File: src/rtl/i2cwb_pkg.sv
package i2cwb_pkg;
  localparam int WORD_W     = 32;
  localparam int ADDR_W     = 22;
  localparam int DATA_BYTES = WORD_W / 8;

  typedef enum logic [2:0] {
    PH_IDLE,
    PH_HDR,
    PH_HDR2,
    PH_MADDR,
    PH_WDATA,
    PH_RDATA,
    PH_SKIP
  } phase_t;
endpackage

File: src/rtl/i2cwb_glitch_filter.sv
module i2cwb_glitch_filter #(
  parameter int SYNC_STAGES  = 2,
  parameter int HOLD_CYCLES  = 6
) (
  input  logic clk,
  input  logic rst_n,
  input  logic raw,
  output logic clean
);
  localparam int CW = $clog2(HOLD_CYCLES + 1);

  logic [SYNC_STAGES-1:0] sync_q;
  logic [CW-1:0]          run_cnt;
  logic                   synced;

  assign synced = sync_q[SYNC_STAGES-1];

  // A new level is accepted only after it has stood for HOLD_CYCLES clocks.
  always_ff @(posedge clk or negedge rst_n) begin
    if (!rst_n) begin
      sync_q  <= '1;
      run_cnt <= '0;
      clean   <= 1'b1;
    end else begin
      sync_q <= {sync_q[SYNC_STAGES-2:0], raw};
      if (synced == clean) begin
        run_cnt <= '0;
      end else if (run_cnt == CW'(HOLD_CYCLES - 1)) begin
        clean   <= synced;
        run_cnt <= '0;
      end else begin
        run_cnt <= run_cnt + CW'(1);
      end
    end
  end
endmodule

File: src/rtl/i2cwb_line_events.sv
module i2cwb_line_events (
  input  logic clk,
  input  logic rst_n,
  input  logic scl,
  input  logic sda,
  output logic scl_rise,
  output logic scl_fall,
  output logic start_ev,
  output logic stop_ev
);
  logic scl_q, sda_q;

  always_ff @(posedge clk or negedge rst_n) begin
    if (!rst_n) begin
      scl_q <= 1'b1;
      sda_q <= 1'b1;
    end else begin
      scl_q <= scl;
      sda_q <= sda;
    end
  end

  assign scl_rise = scl & ~scl_q;
  assign scl_fall = ~scl & scl_q;
  assign start_ev = scl & scl_q & sda_q & ~sda;
  assign stop_ev  = scl & scl_q & ~sda_q & sda;
endmodule

File: src/rtl/i2cwb_ctrl.sv
module i2cwb_ctrl
  import i2cwb_pkg::*;
(
  input  logic              clk,
  input  logic              rst_n,
  input  logic              mode_10bit,
  input  logic [9:0]        dev_id,
  input  logic              sda_clean,
  input  logic              scl_rise,
  input  logic              scl_fall,
  input  logic              start_ev,
  input  logic              stop_ev,
  input  logic [WORD_W-1:0] rd_word,
  output logic              sda_pull,
  output logic              wr_stb,
  output logic [WORD_W-1:0] wr_data,
  output logic              rd_stb,
  output logic [ADDR_W-1:0] word_addr
);
  phase_t              phase, nxt_phase;
  logic [3:0]          bit_cnt;
  logic [6:0]          shreg;
  logic [7:0]          rx_byte;
  logic                ack_pend;
  logic [2:0]          byte_idx;
  logic [ADDR_W-9:0]   addr_hi;
  logic [WORD_W-1:0]   wbuf;
  logic [WORD_W-1:0]   txsh;
  logic                commit_pend;
  logic                tenbit_sel;
  logic                rd_load;
  logic                hdr10_id_ok;

  assign rx_byte     = {shreg, sda_clean};
  assign hdr10_id_ok = (rx_byte[7:3] == 5'b11110) && (rx_byte[2:1] == dev_id[9:8]);

  always_ff @(posedge clk or negedge rst_n) begin
    if (!rst_n) begin
      phase       <= PH_IDLE;
      nxt_phase   <= PH_IDLE;
      bit_cnt     <= '0;
      shreg       <= '0;
      ack_pend    <= 1'b0;
      byte_idx    <= '0;
      addr_hi     <= '0;
      wbuf        <= '0;
      txsh        <= '0;
      commit_pend <= 1'b0;
      tenbit_sel  <= 1'b0;
      rd_load     <= 1'b0;
      sda_pull    <= 1'b0;
      wr_stb      <= 1'b0;
      wr_data     <= '0;
      rd_stb      <= 1'b0;
      word_addr   <= '0;
    end else begin
      wr_stb  <= 1'b0;
      rd_stb  <= 1'b0;
      rd_load <= rd_stb;
      if (rd_load) txsh <= rd_word;

      if (start_ev) begin
        phase       <= PH_HDR;
        bit_cnt     <= '0;
        byte_idx    <= '0;
        sda_pull    <= 1'b0;
        commit_pend <= 1'b0;
      end else if (stop_ev) begin
        phase       <= PH_IDLE;
        sda_pull    <= 1'b0;
        commit_pend <= 1'b0;
      end else if (phase != PH_IDLE && phase != PH_SKIP) begin
        if (scl_rise) begin
          if (bit_cnt < 4'd8) begin
            bit_cnt <= bit_cnt + 4'd1;
            if (phase != PH_RDATA) shreg <= rx_byte[6:0];
          end else if (bit_cnt == 4'd8) begin
            bit_cnt <= 4'd9;
            if (phase == PH_RDATA) begin
              // master acknowledge slot: NACK or fourth byte ends the read
              nxt_phase <= (sda_clean || byte_idx == 3'(DATA_BYTES - 1)) ? PH_SKIP : PH_RDATA;
            end
          end
          if (bit_cnt == 4'd7 && phase != PH_RDATA) begin
            ack_pend  <= 1'b0;
            nxt_phase <= PH_SKIP;
            unique case (phase)
              PH_HDR: begin
                if (!mode_10bit) begin
                  if (rx_byte[7:1] == dev_id[6:0]) begin
                    ack_pend  <= 1'b1;
                    byte_idx  <= '0;
                    if (rx_byte[0]) begin
                      nxt_phase <= PH_RDATA;
                      rd_stb    <= 1'b1;
                    end else begin
                      nxt_phase <= PH_MADDR;
                    end
                  end
                end else if (rx_byte[7:3] == 5'b11110) begin
                  if (!rx_byte[0]) begin
                    if (hdr10_id_ok) begin
                      ack_pend  <= 1'b1;
                      nxt_phase <= PH_HDR2;
                    end else begin
                      tenbit_sel <= 1'b0;
                    end
                  end else if (hdr10_id_ok && tenbit_sel) begin
                    ack_pend  <= 1'b1;
                    byte_idx  <= '0;
                    nxt_phase <= PH_RDATA;
                    rd_stb    <= 1'b1;
                  end
                end
              end
              PH_HDR2: begin
                if (rx_byte == dev_id[7:0]) begin
                  ack_pend   <= 1'b1;
                  tenbit_sel <= 1'b1;
                  byte_idx   <= '0;
                  nxt_phase  <= PH_MADDR;
                end else begin
                  tenbit_sel <= 1'b0;
                end
              end
              PH_MADDR: begin
                ack_pend <= 1'b1;
                if (byte_idx == 3'd0) begin
                  addr_hi[ADDR_W-9:8] <= rx_byte[ADDR_W-17:0];
                  byte_idx  <= 3'd1;
                  nxt_phase <= PH_MADDR;
                end else if (byte_idx == 3'd1) begin
                  addr_hi[7:0] <= rx_byte;
                  byte_idx  <= 3'd2;
                  nxt_phase <= PH_MADDR;
                end else begin
                  word_addr <= {addr_hi, rx_byte};
                  byte_idx  <= '0;
                  nxt_phase <= PH_WDATA;
                end
              end
              PH_WDATA: begin
                if (byte_idx < 3'(DATA_BYTES)) begin
                  ack_pend  <= 1'b1;
                  wbuf      <= {wbuf[WORD_W-9:0], rx_byte};
                  byte_idx  <= byte_idx + 3'd1;
                  nxt_phase <= PH_WDATA;
                  if (byte_idx == 3'(DATA_BYTES - 1)) commit_pend <= 1'b1;
                end
              end
              default: ;
            endcase
          end
        end else if (scl_fall) begin
          if (phase == PH_RDATA) begin
            if (bit_cnt >= 4'd1 && bit_cnt <= 4'd7) begin
              txsh     <= txsh << 1;
              sda_pull <= ~txsh[WORD_W-2];
            end else if (bit_cnt == 4'd8) begin
              txsh     <= txsh << 1;
              sda_pull <= 1'b0;
            end else if (bit_cnt == 4'd9) begin
              bit_cnt  <= '0;
              byte_idx <= byte_idx + 3'd1;
              phase    <= nxt_phase;
              sda_pull <= (nxt_phase == PH_RDATA) ? ~txsh[WORD_W-1] : 1'b0;
            end
          end else begin
            if (bit_cnt == 4'd8) begin
              sda_pull <= ack_pend;
            end else if (bit_cnt == 4'd9) begin
              bit_cnt  <= '0;
              phase    <= nxt_phase;
              sda_pull <= (nxt_phase == PH_RDATA) ? ~txsh[WORD_W-1] : 1'b0;
              if (commit_pend) begin
                wr_stb      <= 1'b1;
                wr_data     <= wbuf;
                commit_pend <= 1'b0;
              end
            end
          end
        end
      end
    end
  end
endmodule

File: src/rtl/i2c_word_bridge.sv
module i2c_word_bridge
  import i2cwb_pkg::*;
#(
  parameter int SYNC_STAGES   = 2,
  parameter int GLITCH_CYCLES = 6
) (
  input  logic              clk,
  input  logic              rst_n,
  input  logic              mode_10bit,
  input  logic [9:0]        dev_id,
  input  logic              scl_in,
  input  logic              sda_in,
  output logic              sda_pull,
  output logic              wr_stb,
  output logic [WORD_W-1:0] wr_data,
  output logic              rd_stb,
  input  logic [WORD_W-1:0] rd_word,
  output logic [ADDR_W-1:0] word_addr
);
  localparam int NLINES = 2;

  logic [NLINES-1:0] raw_lines, clean_lines;
  logic scl_clean, sda_clean;
  logic scl_rise, scl_fall, start_ev, stop_ev;

  assign raw_lines = {sda_in, scl_in};

  for (genvar g = 0; g < NLINES; g++) begin : g_line
    i2cwb_glitch_filter #(
      .SYNC_STAGES(SYNC_STAGES),
      .HOLD_CYCLES(GLITCH_CYCLES)
    ) u_flt (
      .clk  (clk),
      .rst_n(rst_n),
      .raw  (raw_lines[g]),
      .clean(clean_lines[g])
    );
  end

  assign scl_clean = clean_lines[0];
  assign sda_clean = clean_lines[1];

  i2cwb_line_events u_evt (
    .clk     (clk),
    .rst_n   (rst_n),
    .scl     (scl_clean),
    .sda     (sda_clean),
    .scl_rise(scl_rise),
    .scl_fall(scl_fall),
    .start_ev(start_ev),
    .stop_ev (stop_ev)
  );

  i2cwb_ctrl u_ctrl (
    .clk       (clk),
    .rst_n     (rst_n),
    .mode_10bit(mode_10bit),
    .dev_id    (dev_id),
    .sda_clean (sda_clean),
    .scl_rise  (scl_rise),
    .scl_fall  (scl_fall),
    .start_ev  (start_ev),
    .stop_ev   (stop_ev),
    .rd_word   (rd_word),
    .sda_pull  (sda_pull),
    .wr_stb    (wr_stb),
    .wr_data   (wr_data),
    .rd_stb    (rd_stb),
    .word_addr (word_addr)
  );
endmodule

File: config.mk
export PLATFORM = sky130hd
export DESIGN_NAME = i2c_word_bridge
export DESIGN_NICKNAME = d
export VERILOG_FILES = /design/src/rtl/i2cwb_pkg.sv /design/src/rtl/i2cwb_glitch_filter.sv /design/src/rtl/i2cwb_line_events.sv /design/src/rtl/i2cwb_ctrl.sv /design/src/rtl/i2c_word_bridge.sv
export SDC_FILE = /design/constraint.sdc
export NUM_CORES = 1
export LEC_CHECK = 0
export BUFFER_PORTS_ARGS = -buffer_cell sky130_fd_sc_hd__buf_2
export CORE_ASPECT_RATIO = 0.7
export CORE_MARGIN = 10
export CORE_UTILIZATION = 35
export DETAILED_ROUTE_END_ITERATION = 10
export PLACE_DENSITY = 0.53
export SETUP_SLACK_MARGIN = 0.15
export SLEW_MARGIN = 5
export SYNTH_ARGS = -nofsm -noshare
export SYNTH_HDL_FRONTEND = slang
export SYNTH_SLANG_ARGS = --single-unit
File: constraint.sdc
create_clock -name clk -period 4.8 [get_ports clk]
set_input_delay 0.48 -clock clk [delete_from_list [all_inputs] [get_ports clk]]
set_output_delay 0.48 -clock clk [all_outputs]
set_load 0.005 [all_outputs]
==> results.ini <==
[sta]
rsz0062_at_grt = no
slew_headroom_pct = 28.6
finalCritPeriodShare_pct = 67.7
slew_violations = 0
holdWs_ns = 0.0323
tightestPinTransition_ns = 1.07
clock_skew_ns = 0.0207
tns_ns = 0
timing.fmax_ghz = 0.308
period_needed_ns = 3.25
setup_viol = 0
hold_viol_final = 0

[floorplan]
die_h_um = 145
rows = 45
boundaryPins = 104
dieWidth_um = 198
core_sq_um = 21800
start_util_pct = 35.7
die_area_sq_um = 28700

[placed_design]
gp_congestion = 0.881
dp_hpwl_um = 11900
port_buffers = 103

[global_routing]
grt-ovfl-total = 0
antenna_found_initial = 0
grt_pass1_wl_um = 28000
grt_usage_pct = 12.2
first_global_vias = 5336
grt_max_degree = 104

[clock_tree]
post_cts_resized = 0
cts_tree = built
cts_buffers = 17
clock_path_buffers = 2
clkLatencyLatePin_ns = 0.44
clkSinkCount = 173
clockRootBuffer = clkbuf_16
ctsHtreeMaxLevel = 4
post_cts_buffers = 0
cts.clk_slew.worst_paths_ns = 0.08
hold_buffers = 0

[synthesis]
post-synth-top-area-cell = dfrtp_1
synth_cell_types = 61
synth.yosys.seq_area_share_pct = 55.7
synth.yosys.warnings = 0
async_flop_share_pct = 100
synth-edff-count = 0
syn_area_sq_um = 7790
synth.area.top_cells = dfrtp_1, mux2_2, mux2i_1
ys_ff_latch = 173
syn_nets = 689
avgSynthCellArea_sq_um = 12.3
synthCells = 631
synth_flop_cell = dfrtp_1
synth_top_area_share_pct = 53.0

[layout]
utilization_pct = 42.0
post_route_cells_drive_above_1_share_pct = 36.4
mostFrequentLayoutCell = dfrtp_1
area_growth_pct = 17.6
final_cell_mix = dfrtp_1, mux2_2, buf_2, nor2_1, a21oi_1
diodes = 0
num-nets-final = 778

[setup_path]
r2r_cells = 5
rr_endpoint = u_ctrl.word_addr[0]
rrSetupSlack_ns = 1.55
crit_fanout = 22
worstReg2RegStart = g_line[1].u_flt.clean
slowest_stage = nor3_4
cp.required_ns = 5.12
critPathKind = reg -> reg
endpoint_kind = flop
slowest_delay_ns = 0.91
worstPathCellList = o21ai_1 -> nor3_4 -> nand2_2 -> nor3_4 -> mux2_2
startpoint_type = flop
cp_common_cell = nor3_4
arrival_ns = 3.57

[hold_path]
hold_class = in -> async

[status]
status = finished clean

[pwr]
power_density_nw_per_um2 = 362
vdd_drop_max_v = 0.000244
p_leak_nw = 4.32

[routing]
vias_per_cell = 4.89
routed-via-count = 4963
detail_route.wl_per_cell_um = 16.5
drtIter0Drc = 311
dr.pass1.iters = 4
antenna_left = 0
route.detailed.drc = 0
wl_um = 16700

[run]
max_cap_viol_count = 0

## Yosys cell counts, types with 3 or more instances
| cell | number |
|---|---|
| mux2_2 | 107 |
| dfstp_2 | 8 |
| buf_2 | 14 |
| buf_4 | 3 |
| nor3b_1 | 3 |
| o22ai_1 | 3 |
| clkbuf_1 | 13 |
| ha_1 | 11 |
| mux2i_1 | 36 |
| dfrtp_1 | 165 |
| mux2_1 | 5 |
| nand2b_1 | 5 |
| nand3b_1 | 6 |
| nand3_1 | 5 |
| buf_6 | 3 |
| o21ai_0 | 9 |
| nor4_1 | 4 |
| nor3_1 | 9 |
| nand2_1 | 23 |
| a21oi_1 | 50 |
| nor2_1 | 63 |
| inv_1 | 17 |
| nor2b_1 | 3 |
| nor3_4 | 3 |
| xor2_1 | 18 |
## flip-flops by register name (all words and copies together), names as in the netlist, 2 cells and up
signal                flops
u_ctrl.wbuf              32
u_ctrl.shreg              7
g_line.u_flt.clean        2
u_ctrl.phase              3
u_ctrl.byte_idx           3
u_ctrl.wr_data           32
u_ctrl.word_addr         22
g_line.u_flt.sync_q       4
u_ctrl.txsh              32
u_ctrl.nxt_phase          3
u_ctrl.addr_hi           14
u_ctrl.bit_cnt            4
g_line.u_flt.run_cnt      6
## layout make-up
type | count | area [sq um]
fill | 2051 | 12600
sequential | 173 | 4340
multi-input combinational | 405 | 3210
timing repair buffer | 106 | 557
clock buffer | 17 | 425
tap | 282 | 353
clock inverter | 15 | 214
inverter | 17 | 63.8
## metal layers
layer	GRT usage, %	routed length [um]	up-vias
met1	15.9	7930	2455
met4	4.07	172	0
met2	19.3	7780	84
met5	0	0	-
li1	-	-	2409
met3	3.46	856	15
## worst max-delay path by stage
stage / startpoint / end / slack (ns) / cells past startpoint
after global placement: g_line[1].u_flt.clean / u_ctrl.word_addr[16] / 1.64 / 5
after global routing: g_line[1].u_flt.clean / u_ctrl.word_addr[14] / 1.30 / 5
final: g_line[1].u_flt.clean / u_ctrl.word_addr[0] / 1.55 / 5
after detailed placement: g_line[1].u_flt.clean / u_ctrl.word_addr[4] / 1.54 / 5
after floorplan: g_line[0].u_flt.clean / u_ctrl.word_addr[21] / 2.59 / 7
after CTS: g_line[1].u_flt.clean / u_ctrl.word_addr[0] / 1.51 / 5
## where the power goes
| group | internal, W | switching (W) |
|---|---|---|
| clock | 0.000731 | 0.000716 |
| sequential | 0.00151 | 0.0000741 |
| combinational | 0.000112 | 0.000172 |
| total | 0.00235 | 0.000962 |
## worst max-delay path, delay by kind of cell (launching register included)
kind               cells  cell delay, ns
and+or+nand+nor        3            1.52
DFF                    1            0.82
muxes                  1            0.42
AOI/OAI and AO/OA      1            0.35
## logic make-up after synthesis
group	after synthesis	share of synthesized area (%)
fa+ha+maj	11	1.77
flops	173	55.7
simple gates	139	9.16
buf+inv	53	3.23
mux	148	20.8
xor+xnor	20	2.25
compound gates	87	7.07
## through the flow
stage / cells / worst slack (ns) / instance area [sq um] / total power [W]
finish: 1015 / 1.55 / 9160 / 0.00331
global route: 1015 / 1.30 / 9160 / 0.00348
CTS: 1015 / 1.51 / 9160 / 0.00337
detailed placement: 983 / 1.54 / 8520 / 0.00190
global placement: 983 / 1.64 / 8520 / 0.00188
floorplan: 631 / 2.59 / 7790 / 0.00179
Power figures use the tool's default switching activity.
